--- config.mk ---
export PLATFORM = sky130hd
export DESIGN_NAME = iova_xlate
export DESIGN_NICKNAME = d
export VERILOG_FILES = /design/src/rtl/xlate_pkg.sv /design/src/rtl/xlate_cfg.sv /design/src/rtl/xlate_tlb.sv /design/src/rtl/xlate_ctrl.sv /design/src/rtl/iova_xlate.sv
export SDC_FILE = /design/constraint.sdc
export NUM_CORES = 1
export LEC_CHECK = 0
export BUFFER_PORTS_ARGS = -buffer_cell sky130_fd_sc_hd__buf_2
export CORE_MARGIN = 4
export CORE_UTILIZATION = 54
export DETAILED_ROUTE_END_ITERATION = 8
export PLACE_DENSITY = 0.76
export SLEW_MARGIN = 0
export SYNTH_ARGS = -nofsm -noshare
export SYNTH_HDL_FRONTEND = slang
export SYNTH_SLANG_ARGS = --single-unit
--- constraint.sdc ---
create_clock -name clk -period 6.3 [get_ports clk]
set_clock_uncertainty 0.2 [all_clocks]
set_input_delay 1.26 -clock clk [delete_from_list [all_inputs] [get_ports clk]]
set_output_delay 1.26 -clock clk [all_outputs]
set_load 0.01 [all_outputs]
--- src/rtl/xlate_pkg.sv ---
package xlate_pkg;
  localparam int VA_W       = 32;
  localparam int PAGE_SHIFT = 12;
  localparam int VPN_W      = VA_W - PAGE_SHIFT;
  localparam int CFG_AW     = 12;
  localparam int ALIGN_BITS = 7;
  localparam int DESC_VALID_BIT = 1;
  localparam int DESC_NS_BIT    = 3;
  localparam logic [CFG_AW-1:0] OFS_TBASE = 12'h000;
  localparam logic [CFG_AW-1:0] OFS_PROT  = 12'h214;

  typedef enum logic [1:0] {ST_IDLE, ST_ISSUE, ST_WAIT} walk_state_t;
endpackage

--- src/rtl/xlate_cfg.sv ---
module xlate_cfg
  import xlate_pkg::*;
(
  input  logic              clk,
  input  logic              rst,
  input  logic              we,
  input  logic [CFG_AW-1:0] addr,
  input  logic [VA_W-1:0]   wdata,
  output logic [VA_W-1:0]   tbase,
  output logic [VA_W-1:0]   prot,
  output logic              flush
);
  assign flush = we && (addr == OFS_TBASE);

  always_ff @(posedge clk) begin
    if (rst) begin
      tbase <= '0;
      prot  <= '0;
    end else if (we) begin
      if (addr == OFS_TBASE) tbase <= wdata;
      if (addr == OFS_PROT)  prot  <= {wdata[VA_W-1:ALIGN_BITS], {ALIGN_BITS{1'b0}}};
    end
  end
endmodule

--- src/rtl/xlate_tlb.sv ---
module xlate_tlb #(
  parameter int ENTRIES = 8,
  parameter int VPN_W   = 20,
  parameter int PPN_W   = 20
) (
  input  logic             clk,
  input  logic             rst,
  input  logic             flush,
  input  logic [VPN_W-1:0] lk_vpn,
  output logic             lk_hit,
  output logic [PPN_W-1:0] lk_ppn,
  output logic             lk_ns,
  input  logic             fill_en,
  input  logic [VPN_W-1:0] fill_vpn,
  input  logic [PPN_W-1:0] fill_ppn,
  input  logic             fill_ns
);
  localparam int IDX_W = (ENTRIES > 1) ? $clog2(ENTRIES) : 1;

  logic [ENTRIES-1:0] vld;
  logic [ENTRIES-1:0] ns_q;
  logic [ENTRIES-1:0] match;
  logic [VPN_W-1:0]   tag_q [ENTRIES];
  logic [PPN_W-1:0]   ppn_q [ENTRIES];
  logic [IDX_W-1:0]   victim;

  for (genvar g = 0; g < ENTRIES; g++) begin : g_cmp
    assign match[g] = vld[g] && (tag_q[g] == lk_vpn);
  end

  always_comb begin
    lk_ppn = '0;
    lk_ns  = 1'b0;
    for (int i = 0; i < ENTRIES; i++) begin
      if (match[i]) begin
        lk_ppn = lk_ppn | ppn_q[i];
        lk_ns  = lk_ns | ns_q[i];
      end
    end
  end
  assign lk_hit = |match;

  always_ff @(posedge clk) begin
    if (rst || flush) begin
      vld    <= '0;
      victim <= '0;
    end else if (fill_en) begin
      vld[victim] <= 1'b1;
      victim <= (victim == IDX_W'(ENTRIES - 1)) ? '0 : victim + 1'b1;
    end
  end

  always_ff @(posedge clk) begin
    if (fill_en) begin
      tag_q[victim] <= fill_vpn;
      ppn_q[victim] <= fill_ppn;
      ns_q[victim]  <= fill_ns;
    end
  end


  single_hit_chk: assert property (@(posedge clk) disable iff (rst) $onehot0(match))
    else $error("more than one TLB entry matches");
endmodule

--- src/rtl/xlate_ctrl.sv ---
module xlate_ctrl
  import xlate_pkg::*;
(
  input  logic             clk,
  input  logic             rst,
  input  logic             req_valid,
  input  logic [VA_W-1:0]  req_iova,
  output logic             req_ready,
  input  logic             hit,
  input  logic [VPN_W-1:0] hit_ppn,
  input  logic             hit_ns,
  input  logic [VA_W-1:0]  tbase,
  input  logic [VA_W-1:0]  prot,
  output logic             mem_req_valid,
  output logic [VA_W-1:0]  mem_req_addr,
  input  logic             mem_rsp_valid,
  input  logic [VA_W-1:0]  mem_rsp_data,
  output logic             fill_en,
  output logic [VPN_W-1:0] fill_vpn,
  output logic [VPN_W-1:0] fill_ppn,
  output logic             fill_ns,
  output logic             rsp_valid,
  output logic [VA_W-1:0]  rsp_paddr,
  output logic             rsp_fault,
  output logic             rsp_nonsec
);
  walk_state_t           state;
  logic [VPN_W-1:0]      pend_vpn;
  logic [PAGE_SHIFT-1:0] pend_off;
  logic                  desc_ok;
  logic                  unused_desc;

  assign desc_ok       = mem_rsp_data[DESC_VALID_BIT];
  assign unused_desc   = ^{mem_rsp_data[PAGE_SHIFT-1:DESC_NS_BIT+1], mem_rsp_data[DESC_NS_BIT-1],
                           mem_rsp_data[0]};
  assign req_ready     = (state == ST_IDLE);
  assign mem_req_valid = (state == ST_ISSUE);
  assign fill_en       = (state == ST_WAIT) && mem_rsp_valid && desc_ok;
  assign fill_vpn      = pend_vpn;
  assign fill_ppn      = mem_rsp_data[VA_W-1:PAGE_SHIFT];
  assign fill_ns       = mem_rsp_data[DESC_NS_BIT];

  always_ff @(posedge clk) begin
    if (rst) begin
      state        <= ST_IDLE;
      rsp_valid    <= 1'b0;
      rsp_paddr    <= '0;
      rsp_fault    <= 1'b0;
      rsp_nonsec   <= 1'b0;
      pend_vpn     <= '0;
      pend_off     <= '0;
      mem_req_addr <= '0;
    end else begin
      rsp_valid <= 1'b0;
      case (state)
        ST_IDLE: if (req_valid) begin
          if (hit) begin
            rsp_valid  <= 1'b1;
            rsp_paddr  <= {hit_ppn, req_iova[PAGE_SHIFT-1:0]};
            rsp_fault  <= 1'b0;
            rsp_nonsec <= hit_ns;
          end else begin
            pend_vpn     <= req_iova[VA_W-1:PAGE_SHIFT];
            pend_off     <= req_iova[PAGE_SHIFT-1:0];
            mem_req_addr <= tbase + {{(VA_W-VPN_W-2){1'b0}}, req_iova[VA_W-1:PAGE_SHIFT], 2'b00};
            state        <= ST_ISSUE;
          end
        end
        ST_ISSUE: state <= ST_WAIT;
        ST_WAIT: if (mem_rsp_valid) begin
          rsp_valid <= 1'b1;
          state     <= ST_IDLE;
          if (desc_ok) begin
            rsp_paddr  <= {mem_rsp_data[VA_W-1:PAGE_SHIFT], pend_off};
            rsp_fault  <= 1'b0;
            rsp_nonsec <= mem_rsp_data[DESC_NS_BIT];
          end else begin
            rsp_paddr  <= prot;
            rsp_fault  <= 1'b1;
            rsp_nonsec <= 1'b0;
          end
        end
        default: state <= ST_IDLE;
      endcase
    end
  end


  hit_latency_chk: assert property (@(posedge clk) disable iff (rst)
    req_valid && req_ready && hit |=> rsp_valid && !rsp_fault && !mem_req_valid)
    else $error("hit did not answer next cycle");

  miss_issue_chk: assert property (@(posedge clk) disable iff (rst)
    req_valid && req_ready && !hit |=> mem_req_valid && !rsp_valid)
    else $error("miss did not issue a read");

  walk_pulse_chk: assert property (@(posedge clk) disable iff (rst)
    mem_req_valid |=> !mem_req_valid && !req_ready)
    else $error("read request longer than one cycle");

  prot_align_chk: assert property (@(posedge clk) disable iff (rst)
    rsp_valid && rsp_fault |-> rsp_paddr[ALIGN_BITS-1:0] == '0 && !rsp_nonsec)
    else $error("fault address not aligned");
endmodule

--- src/rtl/iova_xlate.sv ---
module iova_xlate
  import xlate_pkg::*;
#(
  parameter int TLB_ENTRIES = 8
) (
  input  logic              clk,
  input  logic              rst,
  input  logic              cfg_we,
  input  logic [CFG_AW-1:0] cfg_addr,
  input  logic [VA_W-1:0]   cfg_wdata,
  input  logic              req_valid,
  input  logic [VA_W-1:0]   req_iova,
  output logic              req_ready,
  output logic              rsp_valid,
  output logic [VA_W-1:0]   rsp_paddr,
  output logic              rsp_fault,
  output logic              rsp_nonsec,
  output logic              mem_req_valid,
  output logic [VA_W-1:0]   mem_req_addr,
  input  logic              mem_rsp_valid,
  input  logic [VA_W-1:0]   mem_rsp_data
);
  logic [VA_W-1:0]  tbase, prot;
  logic             flush, hit, hit_ns, fill_en, fill_ns;
  logic [VPN_W-1:0] hit_ppn, fill_vpn, fill_ppn;

  xlate_cfg u_cfg (
    .clk(clk), .rst(rst), .we(cfg_we), .addr(cfg_addr), .wdata(cfg_wdata),
    .tbase(tbase), .prot(prot), .flush(flush)
  );

  xlate_tlb #(.ENTRIES(TLB_ENTRIES), .VPN_W(VPN_W), .PPN_W(VPN_W)) u_tlb (
    .clk(clk), .rst(rst), .flush(flush),
    .lk_vpn(req_iova[VA_W-1:PAGE_SHIFT]), .lk_hit(hit), .lk_ppn(hit_ppn), .lk_ns(hit_ns),
    .fill_en(fill_en), .fill_vpn(fill_vpn), .fill_ppn(fill_ppn), .fill_ns(fill_ns)
  );

  xlate_ctrl u_ctrl (
    .clk(clk), .rst(rst), .req_valid(req_valid), .req_iova(req_iova), .req_ready(req_ready),
    .hit(hit), .hit_ppn(hit_ppn), .hit_ns(hit_ns), .tbase(tbase), .prot(prot),
    .mem_req_valid(mem_req_valid), .mem_req_addr(mem_req_addr),
    .mem_rsp_valid(mem_rsp_valid), .mem_rsp_data(mem_rsp_data),
    .fill_en(fill_en), .fill_vpn(fill_vpn), .fill_ppn(fill_ppn), .fill_ns(fill_ns),
    .rsp_valid(rsp_valid), .rsp_paddr(rsp_paddr), .rsp_fault(rsp_fault), .rsp_nonsec(rsp_nonsec)
  );
endmodule

==> results of run 1 <==
worst min-delay path by stage:
stage,to,slack (ns),depth (start not counted)
final,u_ctrl.rsp_paddr[30],0.26,2
after global routing,u_ctrl.rsp_paddr[29],0.28,2
after CTS,u_ctrl.rsp_paddr[14],0.26,2
after detailed placement,u_ctrl.rsp_paddr[8],0.25,2
after global placement,u_ctrl.mem_req_addr[20],0.24,2
after floorplan,u_cfg.tbase[0],0.24,2
sequential cells by signal (all words and copies together), names as in the netlist:
signal,flops
u_tlb.ppn_q,160
u_tlb.tag_q,160
u_cfg.tbase,32
u_ctrl.mem_req_addr,32
u_ctrl.rsp_paddr,32
u_cfg.prot,25
u_ctrl.fill_vpn,20
u_ctrl.pend_off,12
u_tlb.ns_q,8
u_tlb.vld,8
u_tlb.victim,3
u_ctrl.state,2
u_ctrl.rsp_fault,1
u_ctrl.rsp_nonsec,1
u_ctrl.rsp_valid,1
layout by cell type (no fill, tap or decap), drive strengths merged, types with 2 or more instances in the layout:
cell type / count
xnor2: 37
a2111oi: 3
a21oi: 79
a211oi: 20
o22ai: 87
a311oi: 3
edfxtp: 328
nor2: 112
nand2b: 5
nand2: 164
nand3: 33
and2: 3
nor3: 32
dfxtp: 169
nand4b: 2
or2: 2
o221ai: 2
a21o: 6
ha: 22
o21a: 13
bufinv: 4
or4: 2
nand4: 178
o21ai: 21
and3: 12
nor2b: 6
inv: 18
nand3b: 3
buf: 212
mux2i: 99
clkbuf: 70
xor2: 142
diode: 3
nor4: 54
clkinv: 13
a31oi: 3
o211ai: 8
routing by layer:
metal / vias to the layer above / wire length [µm]
met1: 7822 / 23800
li1: 7077 / -
met3: 171 / 7920
met2: 1049 / 29700
met4: 8 / 1890
met5: - / 38
logic make-up after synthesis:
group | Yosys count | share of synthesized area (%)
buffers and inverters | 154 | 3.42
DFF | 497 | 61.2
adders and majority gates | 23 | 1.37
xor gates and xnor gates | 179 | 7.25
muxes | 100 | 4.64
and+or+nand+nor | 612 | 14.5
AOI/OAI and AO/OA | 256 | 7.57
layout make-up:
class / instances / share of cell area (%)
Sequential cell: 497 / 53.8
Multi-Input combinational cell: 1170 / 31.7
Clock buffer: 70 / 5.84
Timing Repair Buffer: 212 / 4.81
Tap cell: 525 / 2.67
Clock inverter: 19 / 0.850
Inverter: 16 / 0.244
Antenna cell: 3 / 0.0305
synth_stat cells, drive strengths merged (3+ instances only):
cell     instances
nor2b            6
nand3b           3
nand2b           5
o21a            13
dfxtp          169
a21oi           79
o21ai           21
nand4          178
nand3           33
and3            12
o211ai           8
xnor2           37
nor2           112
a31oi            3
inv             16
a211oi          20
a2111oi          3
edfxtp         328
a21o             6
mux2i           99
nor3            32
ha              22
and2             3
xor2           142
buf             43
clkbuf          95
nand2          164
a311oi           3
nor4            54
o22ai           87
worst max-delay path, delay by kind of cell:
kind	cells	cell delay, ns
AOI/OAI and AO/OA	1	0.18
xor gates and xnor gates	1	0.21
buffers and inverters	3	1.12
muxes	1	0.24
and+or+nand+nor	5	1.45
through the flow:
step	std cells	setup WS, ns	instance area (µm²)	hold slack, ns	power [mW]
after floorplan	1821	0.912	21600	0.236	3.95
final	2512	2.01	24600	0.260	7.07
after global routing	2510	1.87	24600	0.275	7.25
after global placement	2420	1.59	22900	0.238	4.13
after detailed placement	2420	1.56	22900	0.249	4.14
after CTS	2509	2.08	24600	0.258	7.07
power groups by stage:
stage / clock [mW] / combinational (mW) / sequential [mW]
floorplan: 0 / 0.297 / 3.65
global placement: 0 / 0.475 / 3.65
detailed placement: 0 / 0.487 / 3.65
CTS: 3.00 / 0.491 / 3.59
global route: 3.13 / 0.535 / 3.59
finish: 2.99 / 0.499 / 3.59
==> results by group, run 1 <==
Outcome
  – Status: completed

Clocking
  – Post_cts resized: 0
  – Post-CTS setup buffers: 0
  – Clk sink count: 497
  – CTS tree: done
  – Clock latency on the worst-skew pair: 0.59 ns
  – Hold Buf Count CTS: 0
  – TritonCTS buffer count: 48
  – Htree depth: 2
  – Worst-path clk slew: 0.06 ns
  – CTS Buffer Depth: 3
  – Clock root buffer: clkbuf_16

Detailed routing
  – 1st-iter DRT viols: 1964
  – # DRC: 0
  – Post-DRT Antenna Nets: 0
  – Vias/cell: 6.42
  – Via count: 16100
  – WL final: 63.3 mm
  – WL per Instance: 25.2 µm
  – TritonRoute pass-1 iters: 6

STA
  – Final Critical Period: 4.29 ns
  – Fin crit share: 68.2%
  – Setup TNS: 0 ns
  – Final Hold Viols: 0
  – RSZ-0062 raised after global routing: no
  – Final Slew Violations: 0
  – # setup viols final: 0
  – Max frequency: 233 MHz
  – Slew @ Worst Pin: 1.28 ns
  – Slew HR: 14.6%

Logic synthesis
  – Post-synthesis cell count: 1821
  – Yosys cell types: 63
  – Post-synth EDFFs: 328
  – Ys async rst share: 0%
  – Syn nets: 1957
  – Area contributors post-synth: edfxtp_1 46%, dfxtp_1 16%, xor2_1 5.8%, nand4_1 5.2%, mux2i_1 4.6%
  – Largest area contributor in the netlist: edfxtp_1
  – Yosys warns: 0
  – Synth top area share: 45.6%
  – Synth Flop Type: edfxtp_1
  – Cell Area, Synth: 21600 µm²
  – Seq/Total Area, Yosys: 61.2%
  – Synthesized flop and latch total: 497
  – Syn_area_per_cell: 11.9 µm²

Global route
  – GR peak layer: met2
  – Gr ovfl total: 0
  – Met2 GRT Util: 45.0%
  – GR Layer Usage met3: 8.08%
  – Total track usage: 28.2%
  – First-pass GRT wire length: 95.9 mm
  – Largest net degree at the start of global routing: 100
  – Met1 usage: 37.5%
  – Initial antenna violation count: 7
  – Vias in the first global route: 16100

Critical path
  – Most common cell on crit path: buf_4
  – Critical path endpoint: u_ctrl.fill_vpn[7]
  – Startpoint Class: input pin
  – Crit path required time: 6.52 ns
  – Critical path arrival: 4.51 ns
  – Crit-path max FO: 22
  – Worst r2r src: u_tlb.tag_q[0][6]
  – R2r setup slk: 2.66 ns
  – Number of cells on the worst reg-to-reg path: 10
  – Crit path launch: req_iova[28]
  – Crit path kind: input pin to register
  – CP Capture Type: register
  – Crit path cell chain: buf_2 > xor2_1 > nor4_1 > nand4_1 > buf_4 > o221ai_1 > or3_4 > nor2b_4 > buf_4 > mux2i_1 > nor2_1
  – Max stage delay on crit path: 0.75 ns
  – Reg-to-Reg End: u_ctrl.rsp_paddr[26]
  – Slowest CP cell: nor2b_4

Pwr
  – Worst VDD drop: 225 µV
  – Seq pwr share: 50.7%
  – Cell Int Power: 5.44 mW
  – Switch share: 23.0%
  – Leakage Power: 8.78 nW
  – Clock share of power: 42.2%
  – Combinational Power Share: 7.1%
  – Pwr Density: 288 nW/µm²
  – Net switching power: 1.63 mW

Floorplan
  – Core ar.: 39600 µm²
  – Io pins: 182
  – Die Wd: 208 µm
  – Initial Util: 54.5%
  – Die height: 208 µm
  – Die area: 43300 µm²
  – # rows: 73

Min path
  – Hold Crit Class: register to register
  – Worst hold start: u_ctrl.rsp_paddr[30]

Flow run
  – Max-cap violations: 0

Cells and area
  – Nets@finish: 2081
  – Layout filler cell count: 3025
  – Multi-input gate area: 7810 µm²
  – Register area: 13200 µm²
  – Area delta synth->final: 13.8%
  – Fraction of layout cells with a size suffix above 1: 16.7%
  – Final Util: 62.0%

Placement
  – # port buffers: 171
  – Hpwl dp: 39.6 mm
  – GP Congestion: 0.927
No activity file was read; power rests on OpenSTA's default activity.
==> run 2: changes to the inputs <==
==> constraint.sdc (replaced) <==
create_clock -name clk -period 3.7 [get_ports clk]
set_clock_uncertainty 0.2 [all_clocks]
set_input_delay 0.74 -clock clk [delete_from_list [all_inputs] [get_ports clk]]
set_output_delay 0.74 -clock clk [all_outputs]
set_load 0.01 [all_outputs]
==> run 2 against run 1 <==
  * Global-route usage shrank 0.81 points
  * Flip-flop and latch count unchanged
  * Critical path depth increased by 1
  * Sequential power is 70% higher
  * Via count increased by 0.13%
  * Clock power up 58%
  * Non-clock buffer count increased by 40
  * Design area increased by 0.98%
  * Worst hold slack worse by 0.041 ns
  * Power rose by 66%
  * Combinational power grew 78%
==> results by group, run 2 (synthesized netlist as in run 1, its figures left out) <==
Outcome
  – Status: completed

Detailed routing
  – TritonRoute pass-1 iters: 6
  – WL per Instance: 24.0 µm
  – # DRC: 0
  – 1st-iter DRT viols: 1960
  – WL final: 61.3 mm
  – Post-DRT Antenna Nets: 0
  – Vias/cell: 6.33
  – Via count: 16100

Critical path
  – Max stage delay on crit path: 0.75 ns
  – Reg-to-Reg End: u_ctrl.mem_req_addr[24]
  – Crit path required time: 3.93 ns
  – Most common cell on crit path: buf_4
  – Crit path launch: req_iova[19]
  – Slowest CP cell: nor4_1
  – Critical path endpoint: u_ctrl.rsp_paddr[21]
  – Crit-path max FO: 21
  – Startpoint Class: input pin
  – Worst r2r src: u_cfg.tbase[2]
  – Number of cells on the worst reg-to-reg path: 11
  – R2r setup slk: 0.65 ns
  – Crit path cell chain: buf_2 > xor2_1 > nor4_1 > buf_4 > nand4_1 > buf_4 > buf_4 > o22ai_1 > nor4_1 > nand2_1 > nand3_1 > a21oi_1
  – Crit path kind: input pin to register
  – CP Capture Type: register
  – Critical path arrival: 3.30 ns

Global route
  – Largest net degree at the start of global routing: 95
  – Vias in the first global route: 15800
  – Total track usage: 27.4%
  – Gr ovfl total: 0
  – First-pass GRT wire length: 93.0 mm
  – Initial antenna violation count: 2

STA
  – RSZ-0062 raised after global routing: no
  – Setup WS post-layout: 0.627 ns
  – Final Critical Period: 3.07 ns
  – Slew @ Worst Pin: 0.989 ns
  – Max frequency: 325 MHz
  – Fin crit share: 83.1%
  – Setup TNS: 0 ns
  – Final Hold Viols: 0
  – # setup viols final: 0
  – Slew HR: 33.9%
  – Final Slew Violations: 0

Pwr
  – Switch share: 23.2%
  – Combinational Power Share: 7.6%
  – Total Power: 11.7 mW
  – Worst VDD drop: 324 µV
  – Net switching power: 2.72 mW
  – Leakage Power: 8.91 nW
  – Clock share of power: 40.3%
  – Pwr Density: 472 nW/µm²
  – Seq pwr share: 52.1%
  – Cell Int Power: 9.00 mW

Flow run
  – Max-cap violations: 0

Clocking
  – Hold Buf Count CTS: 0
  – Post-CTS setup buffers: 0
  – CTS Buffer Depth: 3
  – Clock root buffer: clkbuf_16
  – Clock latency on the worst-skew pair: 0.57 ns
  – Clk sink count: 497
  – CTS tree: done
  – Htree depth: 2
  – TritonCTS buffer count: 48
  – Post_cts resized: 0
  – Worst-path clk slew: 0.06 ns

Cells and area
  – Most frequent cells in the layout: 328 x edfxtp_1, 178 x nand4_1, 170 x buf_2, 169 x dfxtp_1, 164 x nand2_1
  – Top Registers: u_tlb.ppn_q x160, u_tlb.tag_q x160
  – Layout filler cell count: 2960
  – Finished Layout Cells: 2552
  – Nets@finish: 2121
  – Area delta synth->final: 14.9%
  – Final Util: 62.6%
  – Fraction of layout cells with a size suffix above 1: 17.8%
  – Commonest non-fill, non-tap cell in the layout: edfxtp_1

Floorplan
  – Die Wd: 208 µm
  – Die height: 208 µm
  – Io pins: 182
  – Core ar.: 39600 µm²
  – Initial Util: 54.5%
  – Die area: 43300 µm²
  – # rows: 73

Placement
  – Number of placed instances, taps included: 2460
  – # port buffers: 171
  – Pre-CTS setup slack: 0.120 ns
  – Hpwl dp: 40.6 mm
  – GP Congestion: 0.931

Min path
  – Hold Crit Class: input pin to register
==> run 2: changes by cell type in the layout (fill, tap and decap cells not counted), moves of 2 or more <==
cell and delta:
clkbuf_8 -9, bufinv_16 -2, buf_12 +6, buf_4 +35, clkbuf_1 +5, inv_6 -2, clkinvlp_4 +2, clkinv_1 +8
==> run 2: power groups by stage <==
| stage | registers (mW) | logic [mW] | clock network (mW) |
|---|---|---|---|
| global route | 6.12 | 0.953 | 4.97 |
| floorplan | 6.21 | 0.506 | 0 |
| finish | 6.11 | 0.888 | 4.72 |
| detailed placement | 6.22 | 0.872 | 0 |
| global placement | 6.22 | 0.850 | 0 |
| CTS | 6.11 | 0.880 | 4.73 |
==> run 2: layer usage <==
| metal | routed length (µm) | share of wire (%) | GRT usage (%) |
|---|---|---|---|
| met2 | 28500 | 47 | 43.4 |
| met1 | 24000 | 39 | 37.8 |
| met5 | 0 | 0 | 0 |
| met3 | 7200 | 12 | 7.37 |
| met4 | 1630 | 2.7 | 7.23 |
==> run 2: final cells by class <==
cell class / count / area (µm²) / share of cell area, %
multi-input combinational: 1170 / 7810 / 31.5
timing repair buffer: 252 / 1550 / 6.26
antenna: 2 / 5.00 / 0.0202
tap: 525 / 657 / 2.65
clock buffer: 66 / 1330 / 5.36
clock inverter: 24 / 179 / 0.721
sequential: 497 / 13200 / 53.3
inverter: 16 / 60.1 / 0.242
==> run 2: how the worst min path moves through the flow <==
stage                            start  slack [ns]  cells after the start                 endpoint
2_1_floorplan           u_cfg.tbase[0]        0.24                      2           u_cfg.tbase[0]
3_3_place_gp   u_ctrl.mem_req_addr[20]        0.24                      2  u_ctrl.mem_req_addr[20]
3_5_place_dp   u_ctrl.mem_req_addr[19]        0.24                      2  u_ctrl.mem_req_addr[19]
4_1_cts                   cfg_wdata[0]        0.21                      3           u_cfg.tbase[0]
5_1_grt                   cfg_wdata[1]        0.23                      3           u_cfg.tbase[1]
6_report                  cfg_wdata[0]        0.22                      3           u_cfg.tbase[0]
==> run 2: stage by stage <==
step           hold slack, ns  instance area, µm²
6_report                0.218               24800
5_1_grt                 0.225               24800
4_1_cts                 0.210               24800
3_5_place_dp            0.244               23300
3_3_place_gp            0.239               23300
2_1_floorplan           0.236               21600
==> run 2: worst max-delay path, delay by kind of cell <==
kind / cells / cell delay (ns)
simple gates: 5 / 1.20
buf+inv: 4 / 0.91
compound gates: 2 / 0.26
xor+xnor: 1 / 0.18
==> run 3: changes to the inputs <==
--- a/config.mk
+++ b/config.mk
@@ -7,9 +7,9 @@
 export LEC_CHECK = 0
 export BUFFER_PORTS_ARGS = -buffer_cell sky130_fd_sc_hd__buf_2
 export CORE_MARGIN = 4
-export CORE_UTILIZATION = 54
+export CORE_UTILIZATION = 55
 export DETAILED_ROUTE_END_ITERATION = 8
-export PLACE_DENSITY = 0.76
+export PLACE_DENSITY = 0.74
 export SLEW_MARGIN = 0
 export SYNTH_ARGS = -nofsm -noshare
 export SYNTH_HDL_FRONTEND = slang
==> constraint.sdc (replaced) <==
create_clock -name clk -period 3 [get_ports clk]
set_clock_uncertainty 0.2 [all_clocks]
set_input_delay 0.6 -clock clk [delete_from_list [all_inputs] [get_ports clk]]
set_output_delay 0.6 -clock clk [all_outputs]
set_load 0.01 [all_outputs]
==> run 3 against run 2 <==
  * Combinational power rose by 33%
  * Non-clock buffer count grew 82
  * Clock-buffer cell count decreased by 2
  * Via count rose by 1.6%
  * Power grew 27%
  * Core utilization increased by 4.1 points
  * Critical path depth is 3 lower
  * Die area down 1.7%
==> results by group, run 3 (synthesized netlist as in run 1, its figures left out) <==
Outcome
  – Status: completed

Pwr
  – Worst VDD drop: 449 µV
  – Leakage Power: 9.43 nW
  – Total Power: 14.9 mW
  – Pwr Density: 576 nW/µm²

Cells and area
  – Cell area after layout: 25900 µm²
  – Area delta synth->final: 19.7%
  – Register area: 13200 µm²
  – Nets@finish: 2204
  – Commonest non-fill, non-tap cell in the layout: edfxtp_1
  – Multi-input gate area: 7890 µm²
  – Most frequent cells in the layout: 328 x edfxtp_1, 178 x nand4_1, 170 x buf_2, 168 x dfxtp_1, 164 x nand2_1
  – Top Registers: u_tlb.ppn_q x160, u_tlb.tag_q x160
  – Fraction of layout cells with a size suffix above 1: 21.6%
  – Layout filler cell count: 2887

Critical path
  – Slowest CP cell: or3_4
  – Top delay family on crit path: simple AND/OR/NAND/NOR gates
  – Critical path arrival: 3.14 ns
  – Startpoint Class: register
  – R2r setup slk: 0.16 ns
  – Max stage delay on crit path: 0.47 ns
  – CP Capture Type: register
  – Number of cells on the worst reg-to-reg path: 9
  – Crit-path max FO: 15
  – Crit path required time: 3.30 ns
  – Crit path cell chain: xor2_1 > nor4_1 > nand4_1 > o22ai_1 > or3_4 > o21ai_4 > buf_4 > nand2_1 > a21oi_1
  – Crit path kind: register to register
  – Reg-to-Reg End: u_ctrl.rsp_paddr[13]
  – Buf+Inv Stages, Crit Path: 1
  – Worst r2r src: u_tlb.tag_q[6][2]

Detailed routing
  – WL final: 62.4 mm
  – Vias/cell: 6.24
  – # DRC: 0
  – 1st-iter DRT viols: 1922
  – Via count: 16400
  – WL per Instance: 23.8 µm
  – Post-DRT Antenna Nets: 0
  – TritonRoute pass-1 iters: 6

STA
  – # setup viols final: 0
  – Final Hold Viols: 0
  – Final Slew Violations: 0
  – Slew @ Worst Pin: 1.02 ns
  – Final Critical Period: 2.84 ns
  – Final Hold Slack: 0.0804 ns
  – Setup WS post-layout: 0.163 ns
  – RSZ-0062 raised after global routing: no
  – Fin crit share: 94.6%
  – Max frequency: 352 MHz
  – Slew HR: 31.8%

Floorplan
  – Die area: 42500 µm²
  – Die Wd: 206 µm
  – Die height: 206 µm
  – Io pins: 182
  – Core ar.: 38700 µm²
  – Initial Util: 55.8%
  – # rows: 72

Placement
  – # port buffers: 171
  – Pre-CTS setup slack: -0.370 ns
  – GP Congestion: 0.970
  – DP Area: 24200 µm²
  – Hpwl dp: 41.6 mm

Flow run
  – Max-cap violations: 0

Clocking
  – TritonCTS buffer count: 49
  – Hold Buf Count CTS: 0
  – Worst-path clk slew: 0.06 ns
  – Clock root buffer: clkbuf_16
  – CTS Buffer Depth: 3
  – CTS tree: done
  – Clk sink count: 497
  – Htree depth: 2
  – Clock latency on the worst-skew pair: 0.59 ns

Global route
  – Initial antenna violation count: 1
  – Vias in the first global route: 16000
  – Gr ovfl total: 0
  – Total track usage: 29.1%
  – Largest net degree at the start of global routing: 90
  – First-pass GRT wire length: 95.0 mm

Min path
  – Endpoint, Worst Hold: u_cfg.tbase[29]
  – Hold path cells: 3
  – Hold Crit Class: input pin to register
  – Worst hold start: cfg_wdata[29]
run 3: cell types whose count changed in the layout (fill, tap and decap cells not counted), moves of 2 or more:
cell,before,now
clkinv_2,9,6
buf_4,75,136
clkinvlp_4,2,4
nor3_4,1,4
xnor2_1,32,30
xnor2_2,5,7
clkbuf_1,14,12
a21oi_1,79,76
a21oi_2,0,3
nor3_2,7,4
buf_12,7,27
inv_6,0,2
bufinv_16,2,6
run 3: cell type report:
type                            instances  share of cell area, %
Sequential cell                       497                   51.2
Multi-Input combinational cell       1170                   30.5
Timing Repair Buffer                  334                   9.37
Clock buffer                           64                   5.07
Tap cell                              518                   2.51
Clock inverter                         27                   1.13
Inverter                               16                  0.232
Antenna cell                            2                 0.0193
run 3: what timing repair did:
item / in CTS / in global routing
buffers inserted: 0 / 1
resized for setup: 0 / 8
endpoints found under the setup margin: 0 / 5
run 3: where the power goes:
part / total [mW] / leakage [nW] / internal, mW / switching [mW]
logic: 1.18 / 4.31 / 0.458 / 0.719
registers: 7.53 / 4.35 / 7.42 / 0.118
clock network: 6.18 / 0.770 / 3.60 / 2.58
total: 14.9 / 9.43 / 11.5 / 3.42
run 3: worst reg2reg max path, stage by stage, from the launching register on:
cell	delay, ns
edfxtp_1	0.39
xor2_1	0.31
nor4_1	0.13
nand4_1	0.19
o22ai_1	0.12
or3_4	0.47
o21ai_4	0.46
buf_4	0.28
nand2_1	0.07
a21oi_1	0.15
run 3: routing by layer:
metal	GRT usage, %	vias to the layer above	wire [µm]
li1	-	7312	-
met1	41.3	8043	24500
met2	46.5	953	29400
met3	6.39	97	7350
met4	6.08	0	1220
met5	0	-	0
run 3: worst max-delay path by stage:
stage          slack, ns              start  depth (start not counted)                       to
2_1_floorplan      -0.41    mem_rsp_data[1]                          3            u_tlb.ns_q[7]
3_3_place_gp       -0.30       req_iova[22]                         13     u_ctrl.rsp_paddr[26]
3_5_place_dp       -0.37       req_iova[22]                         13     u_ctrl.rsp_paddr[13]
4_1_cts             0.02     u_cfg.tbase[2]                         11  u_ctrl.mem_req_addr[28]
5_1_grt            0.009  u_tlb.tag_q[6][2]                          9     u_ctrl.rsp_paddr[13]
6_report            0.16  u_tlb.tag_q[6][2]                          9     u_ctrl.rsp_paddr[13]
run 3: stage by stage:
stage	utilization (%)	cells	TNS [ns]
final	66.8	2628	0
after global routing	66.8	2626	0
after CTS	66.7	2625	0
after detailed placement	62.5	2534	-28.06
after global placement	62.5	2534	-22.59
after floorplan	-	1821	-92.69
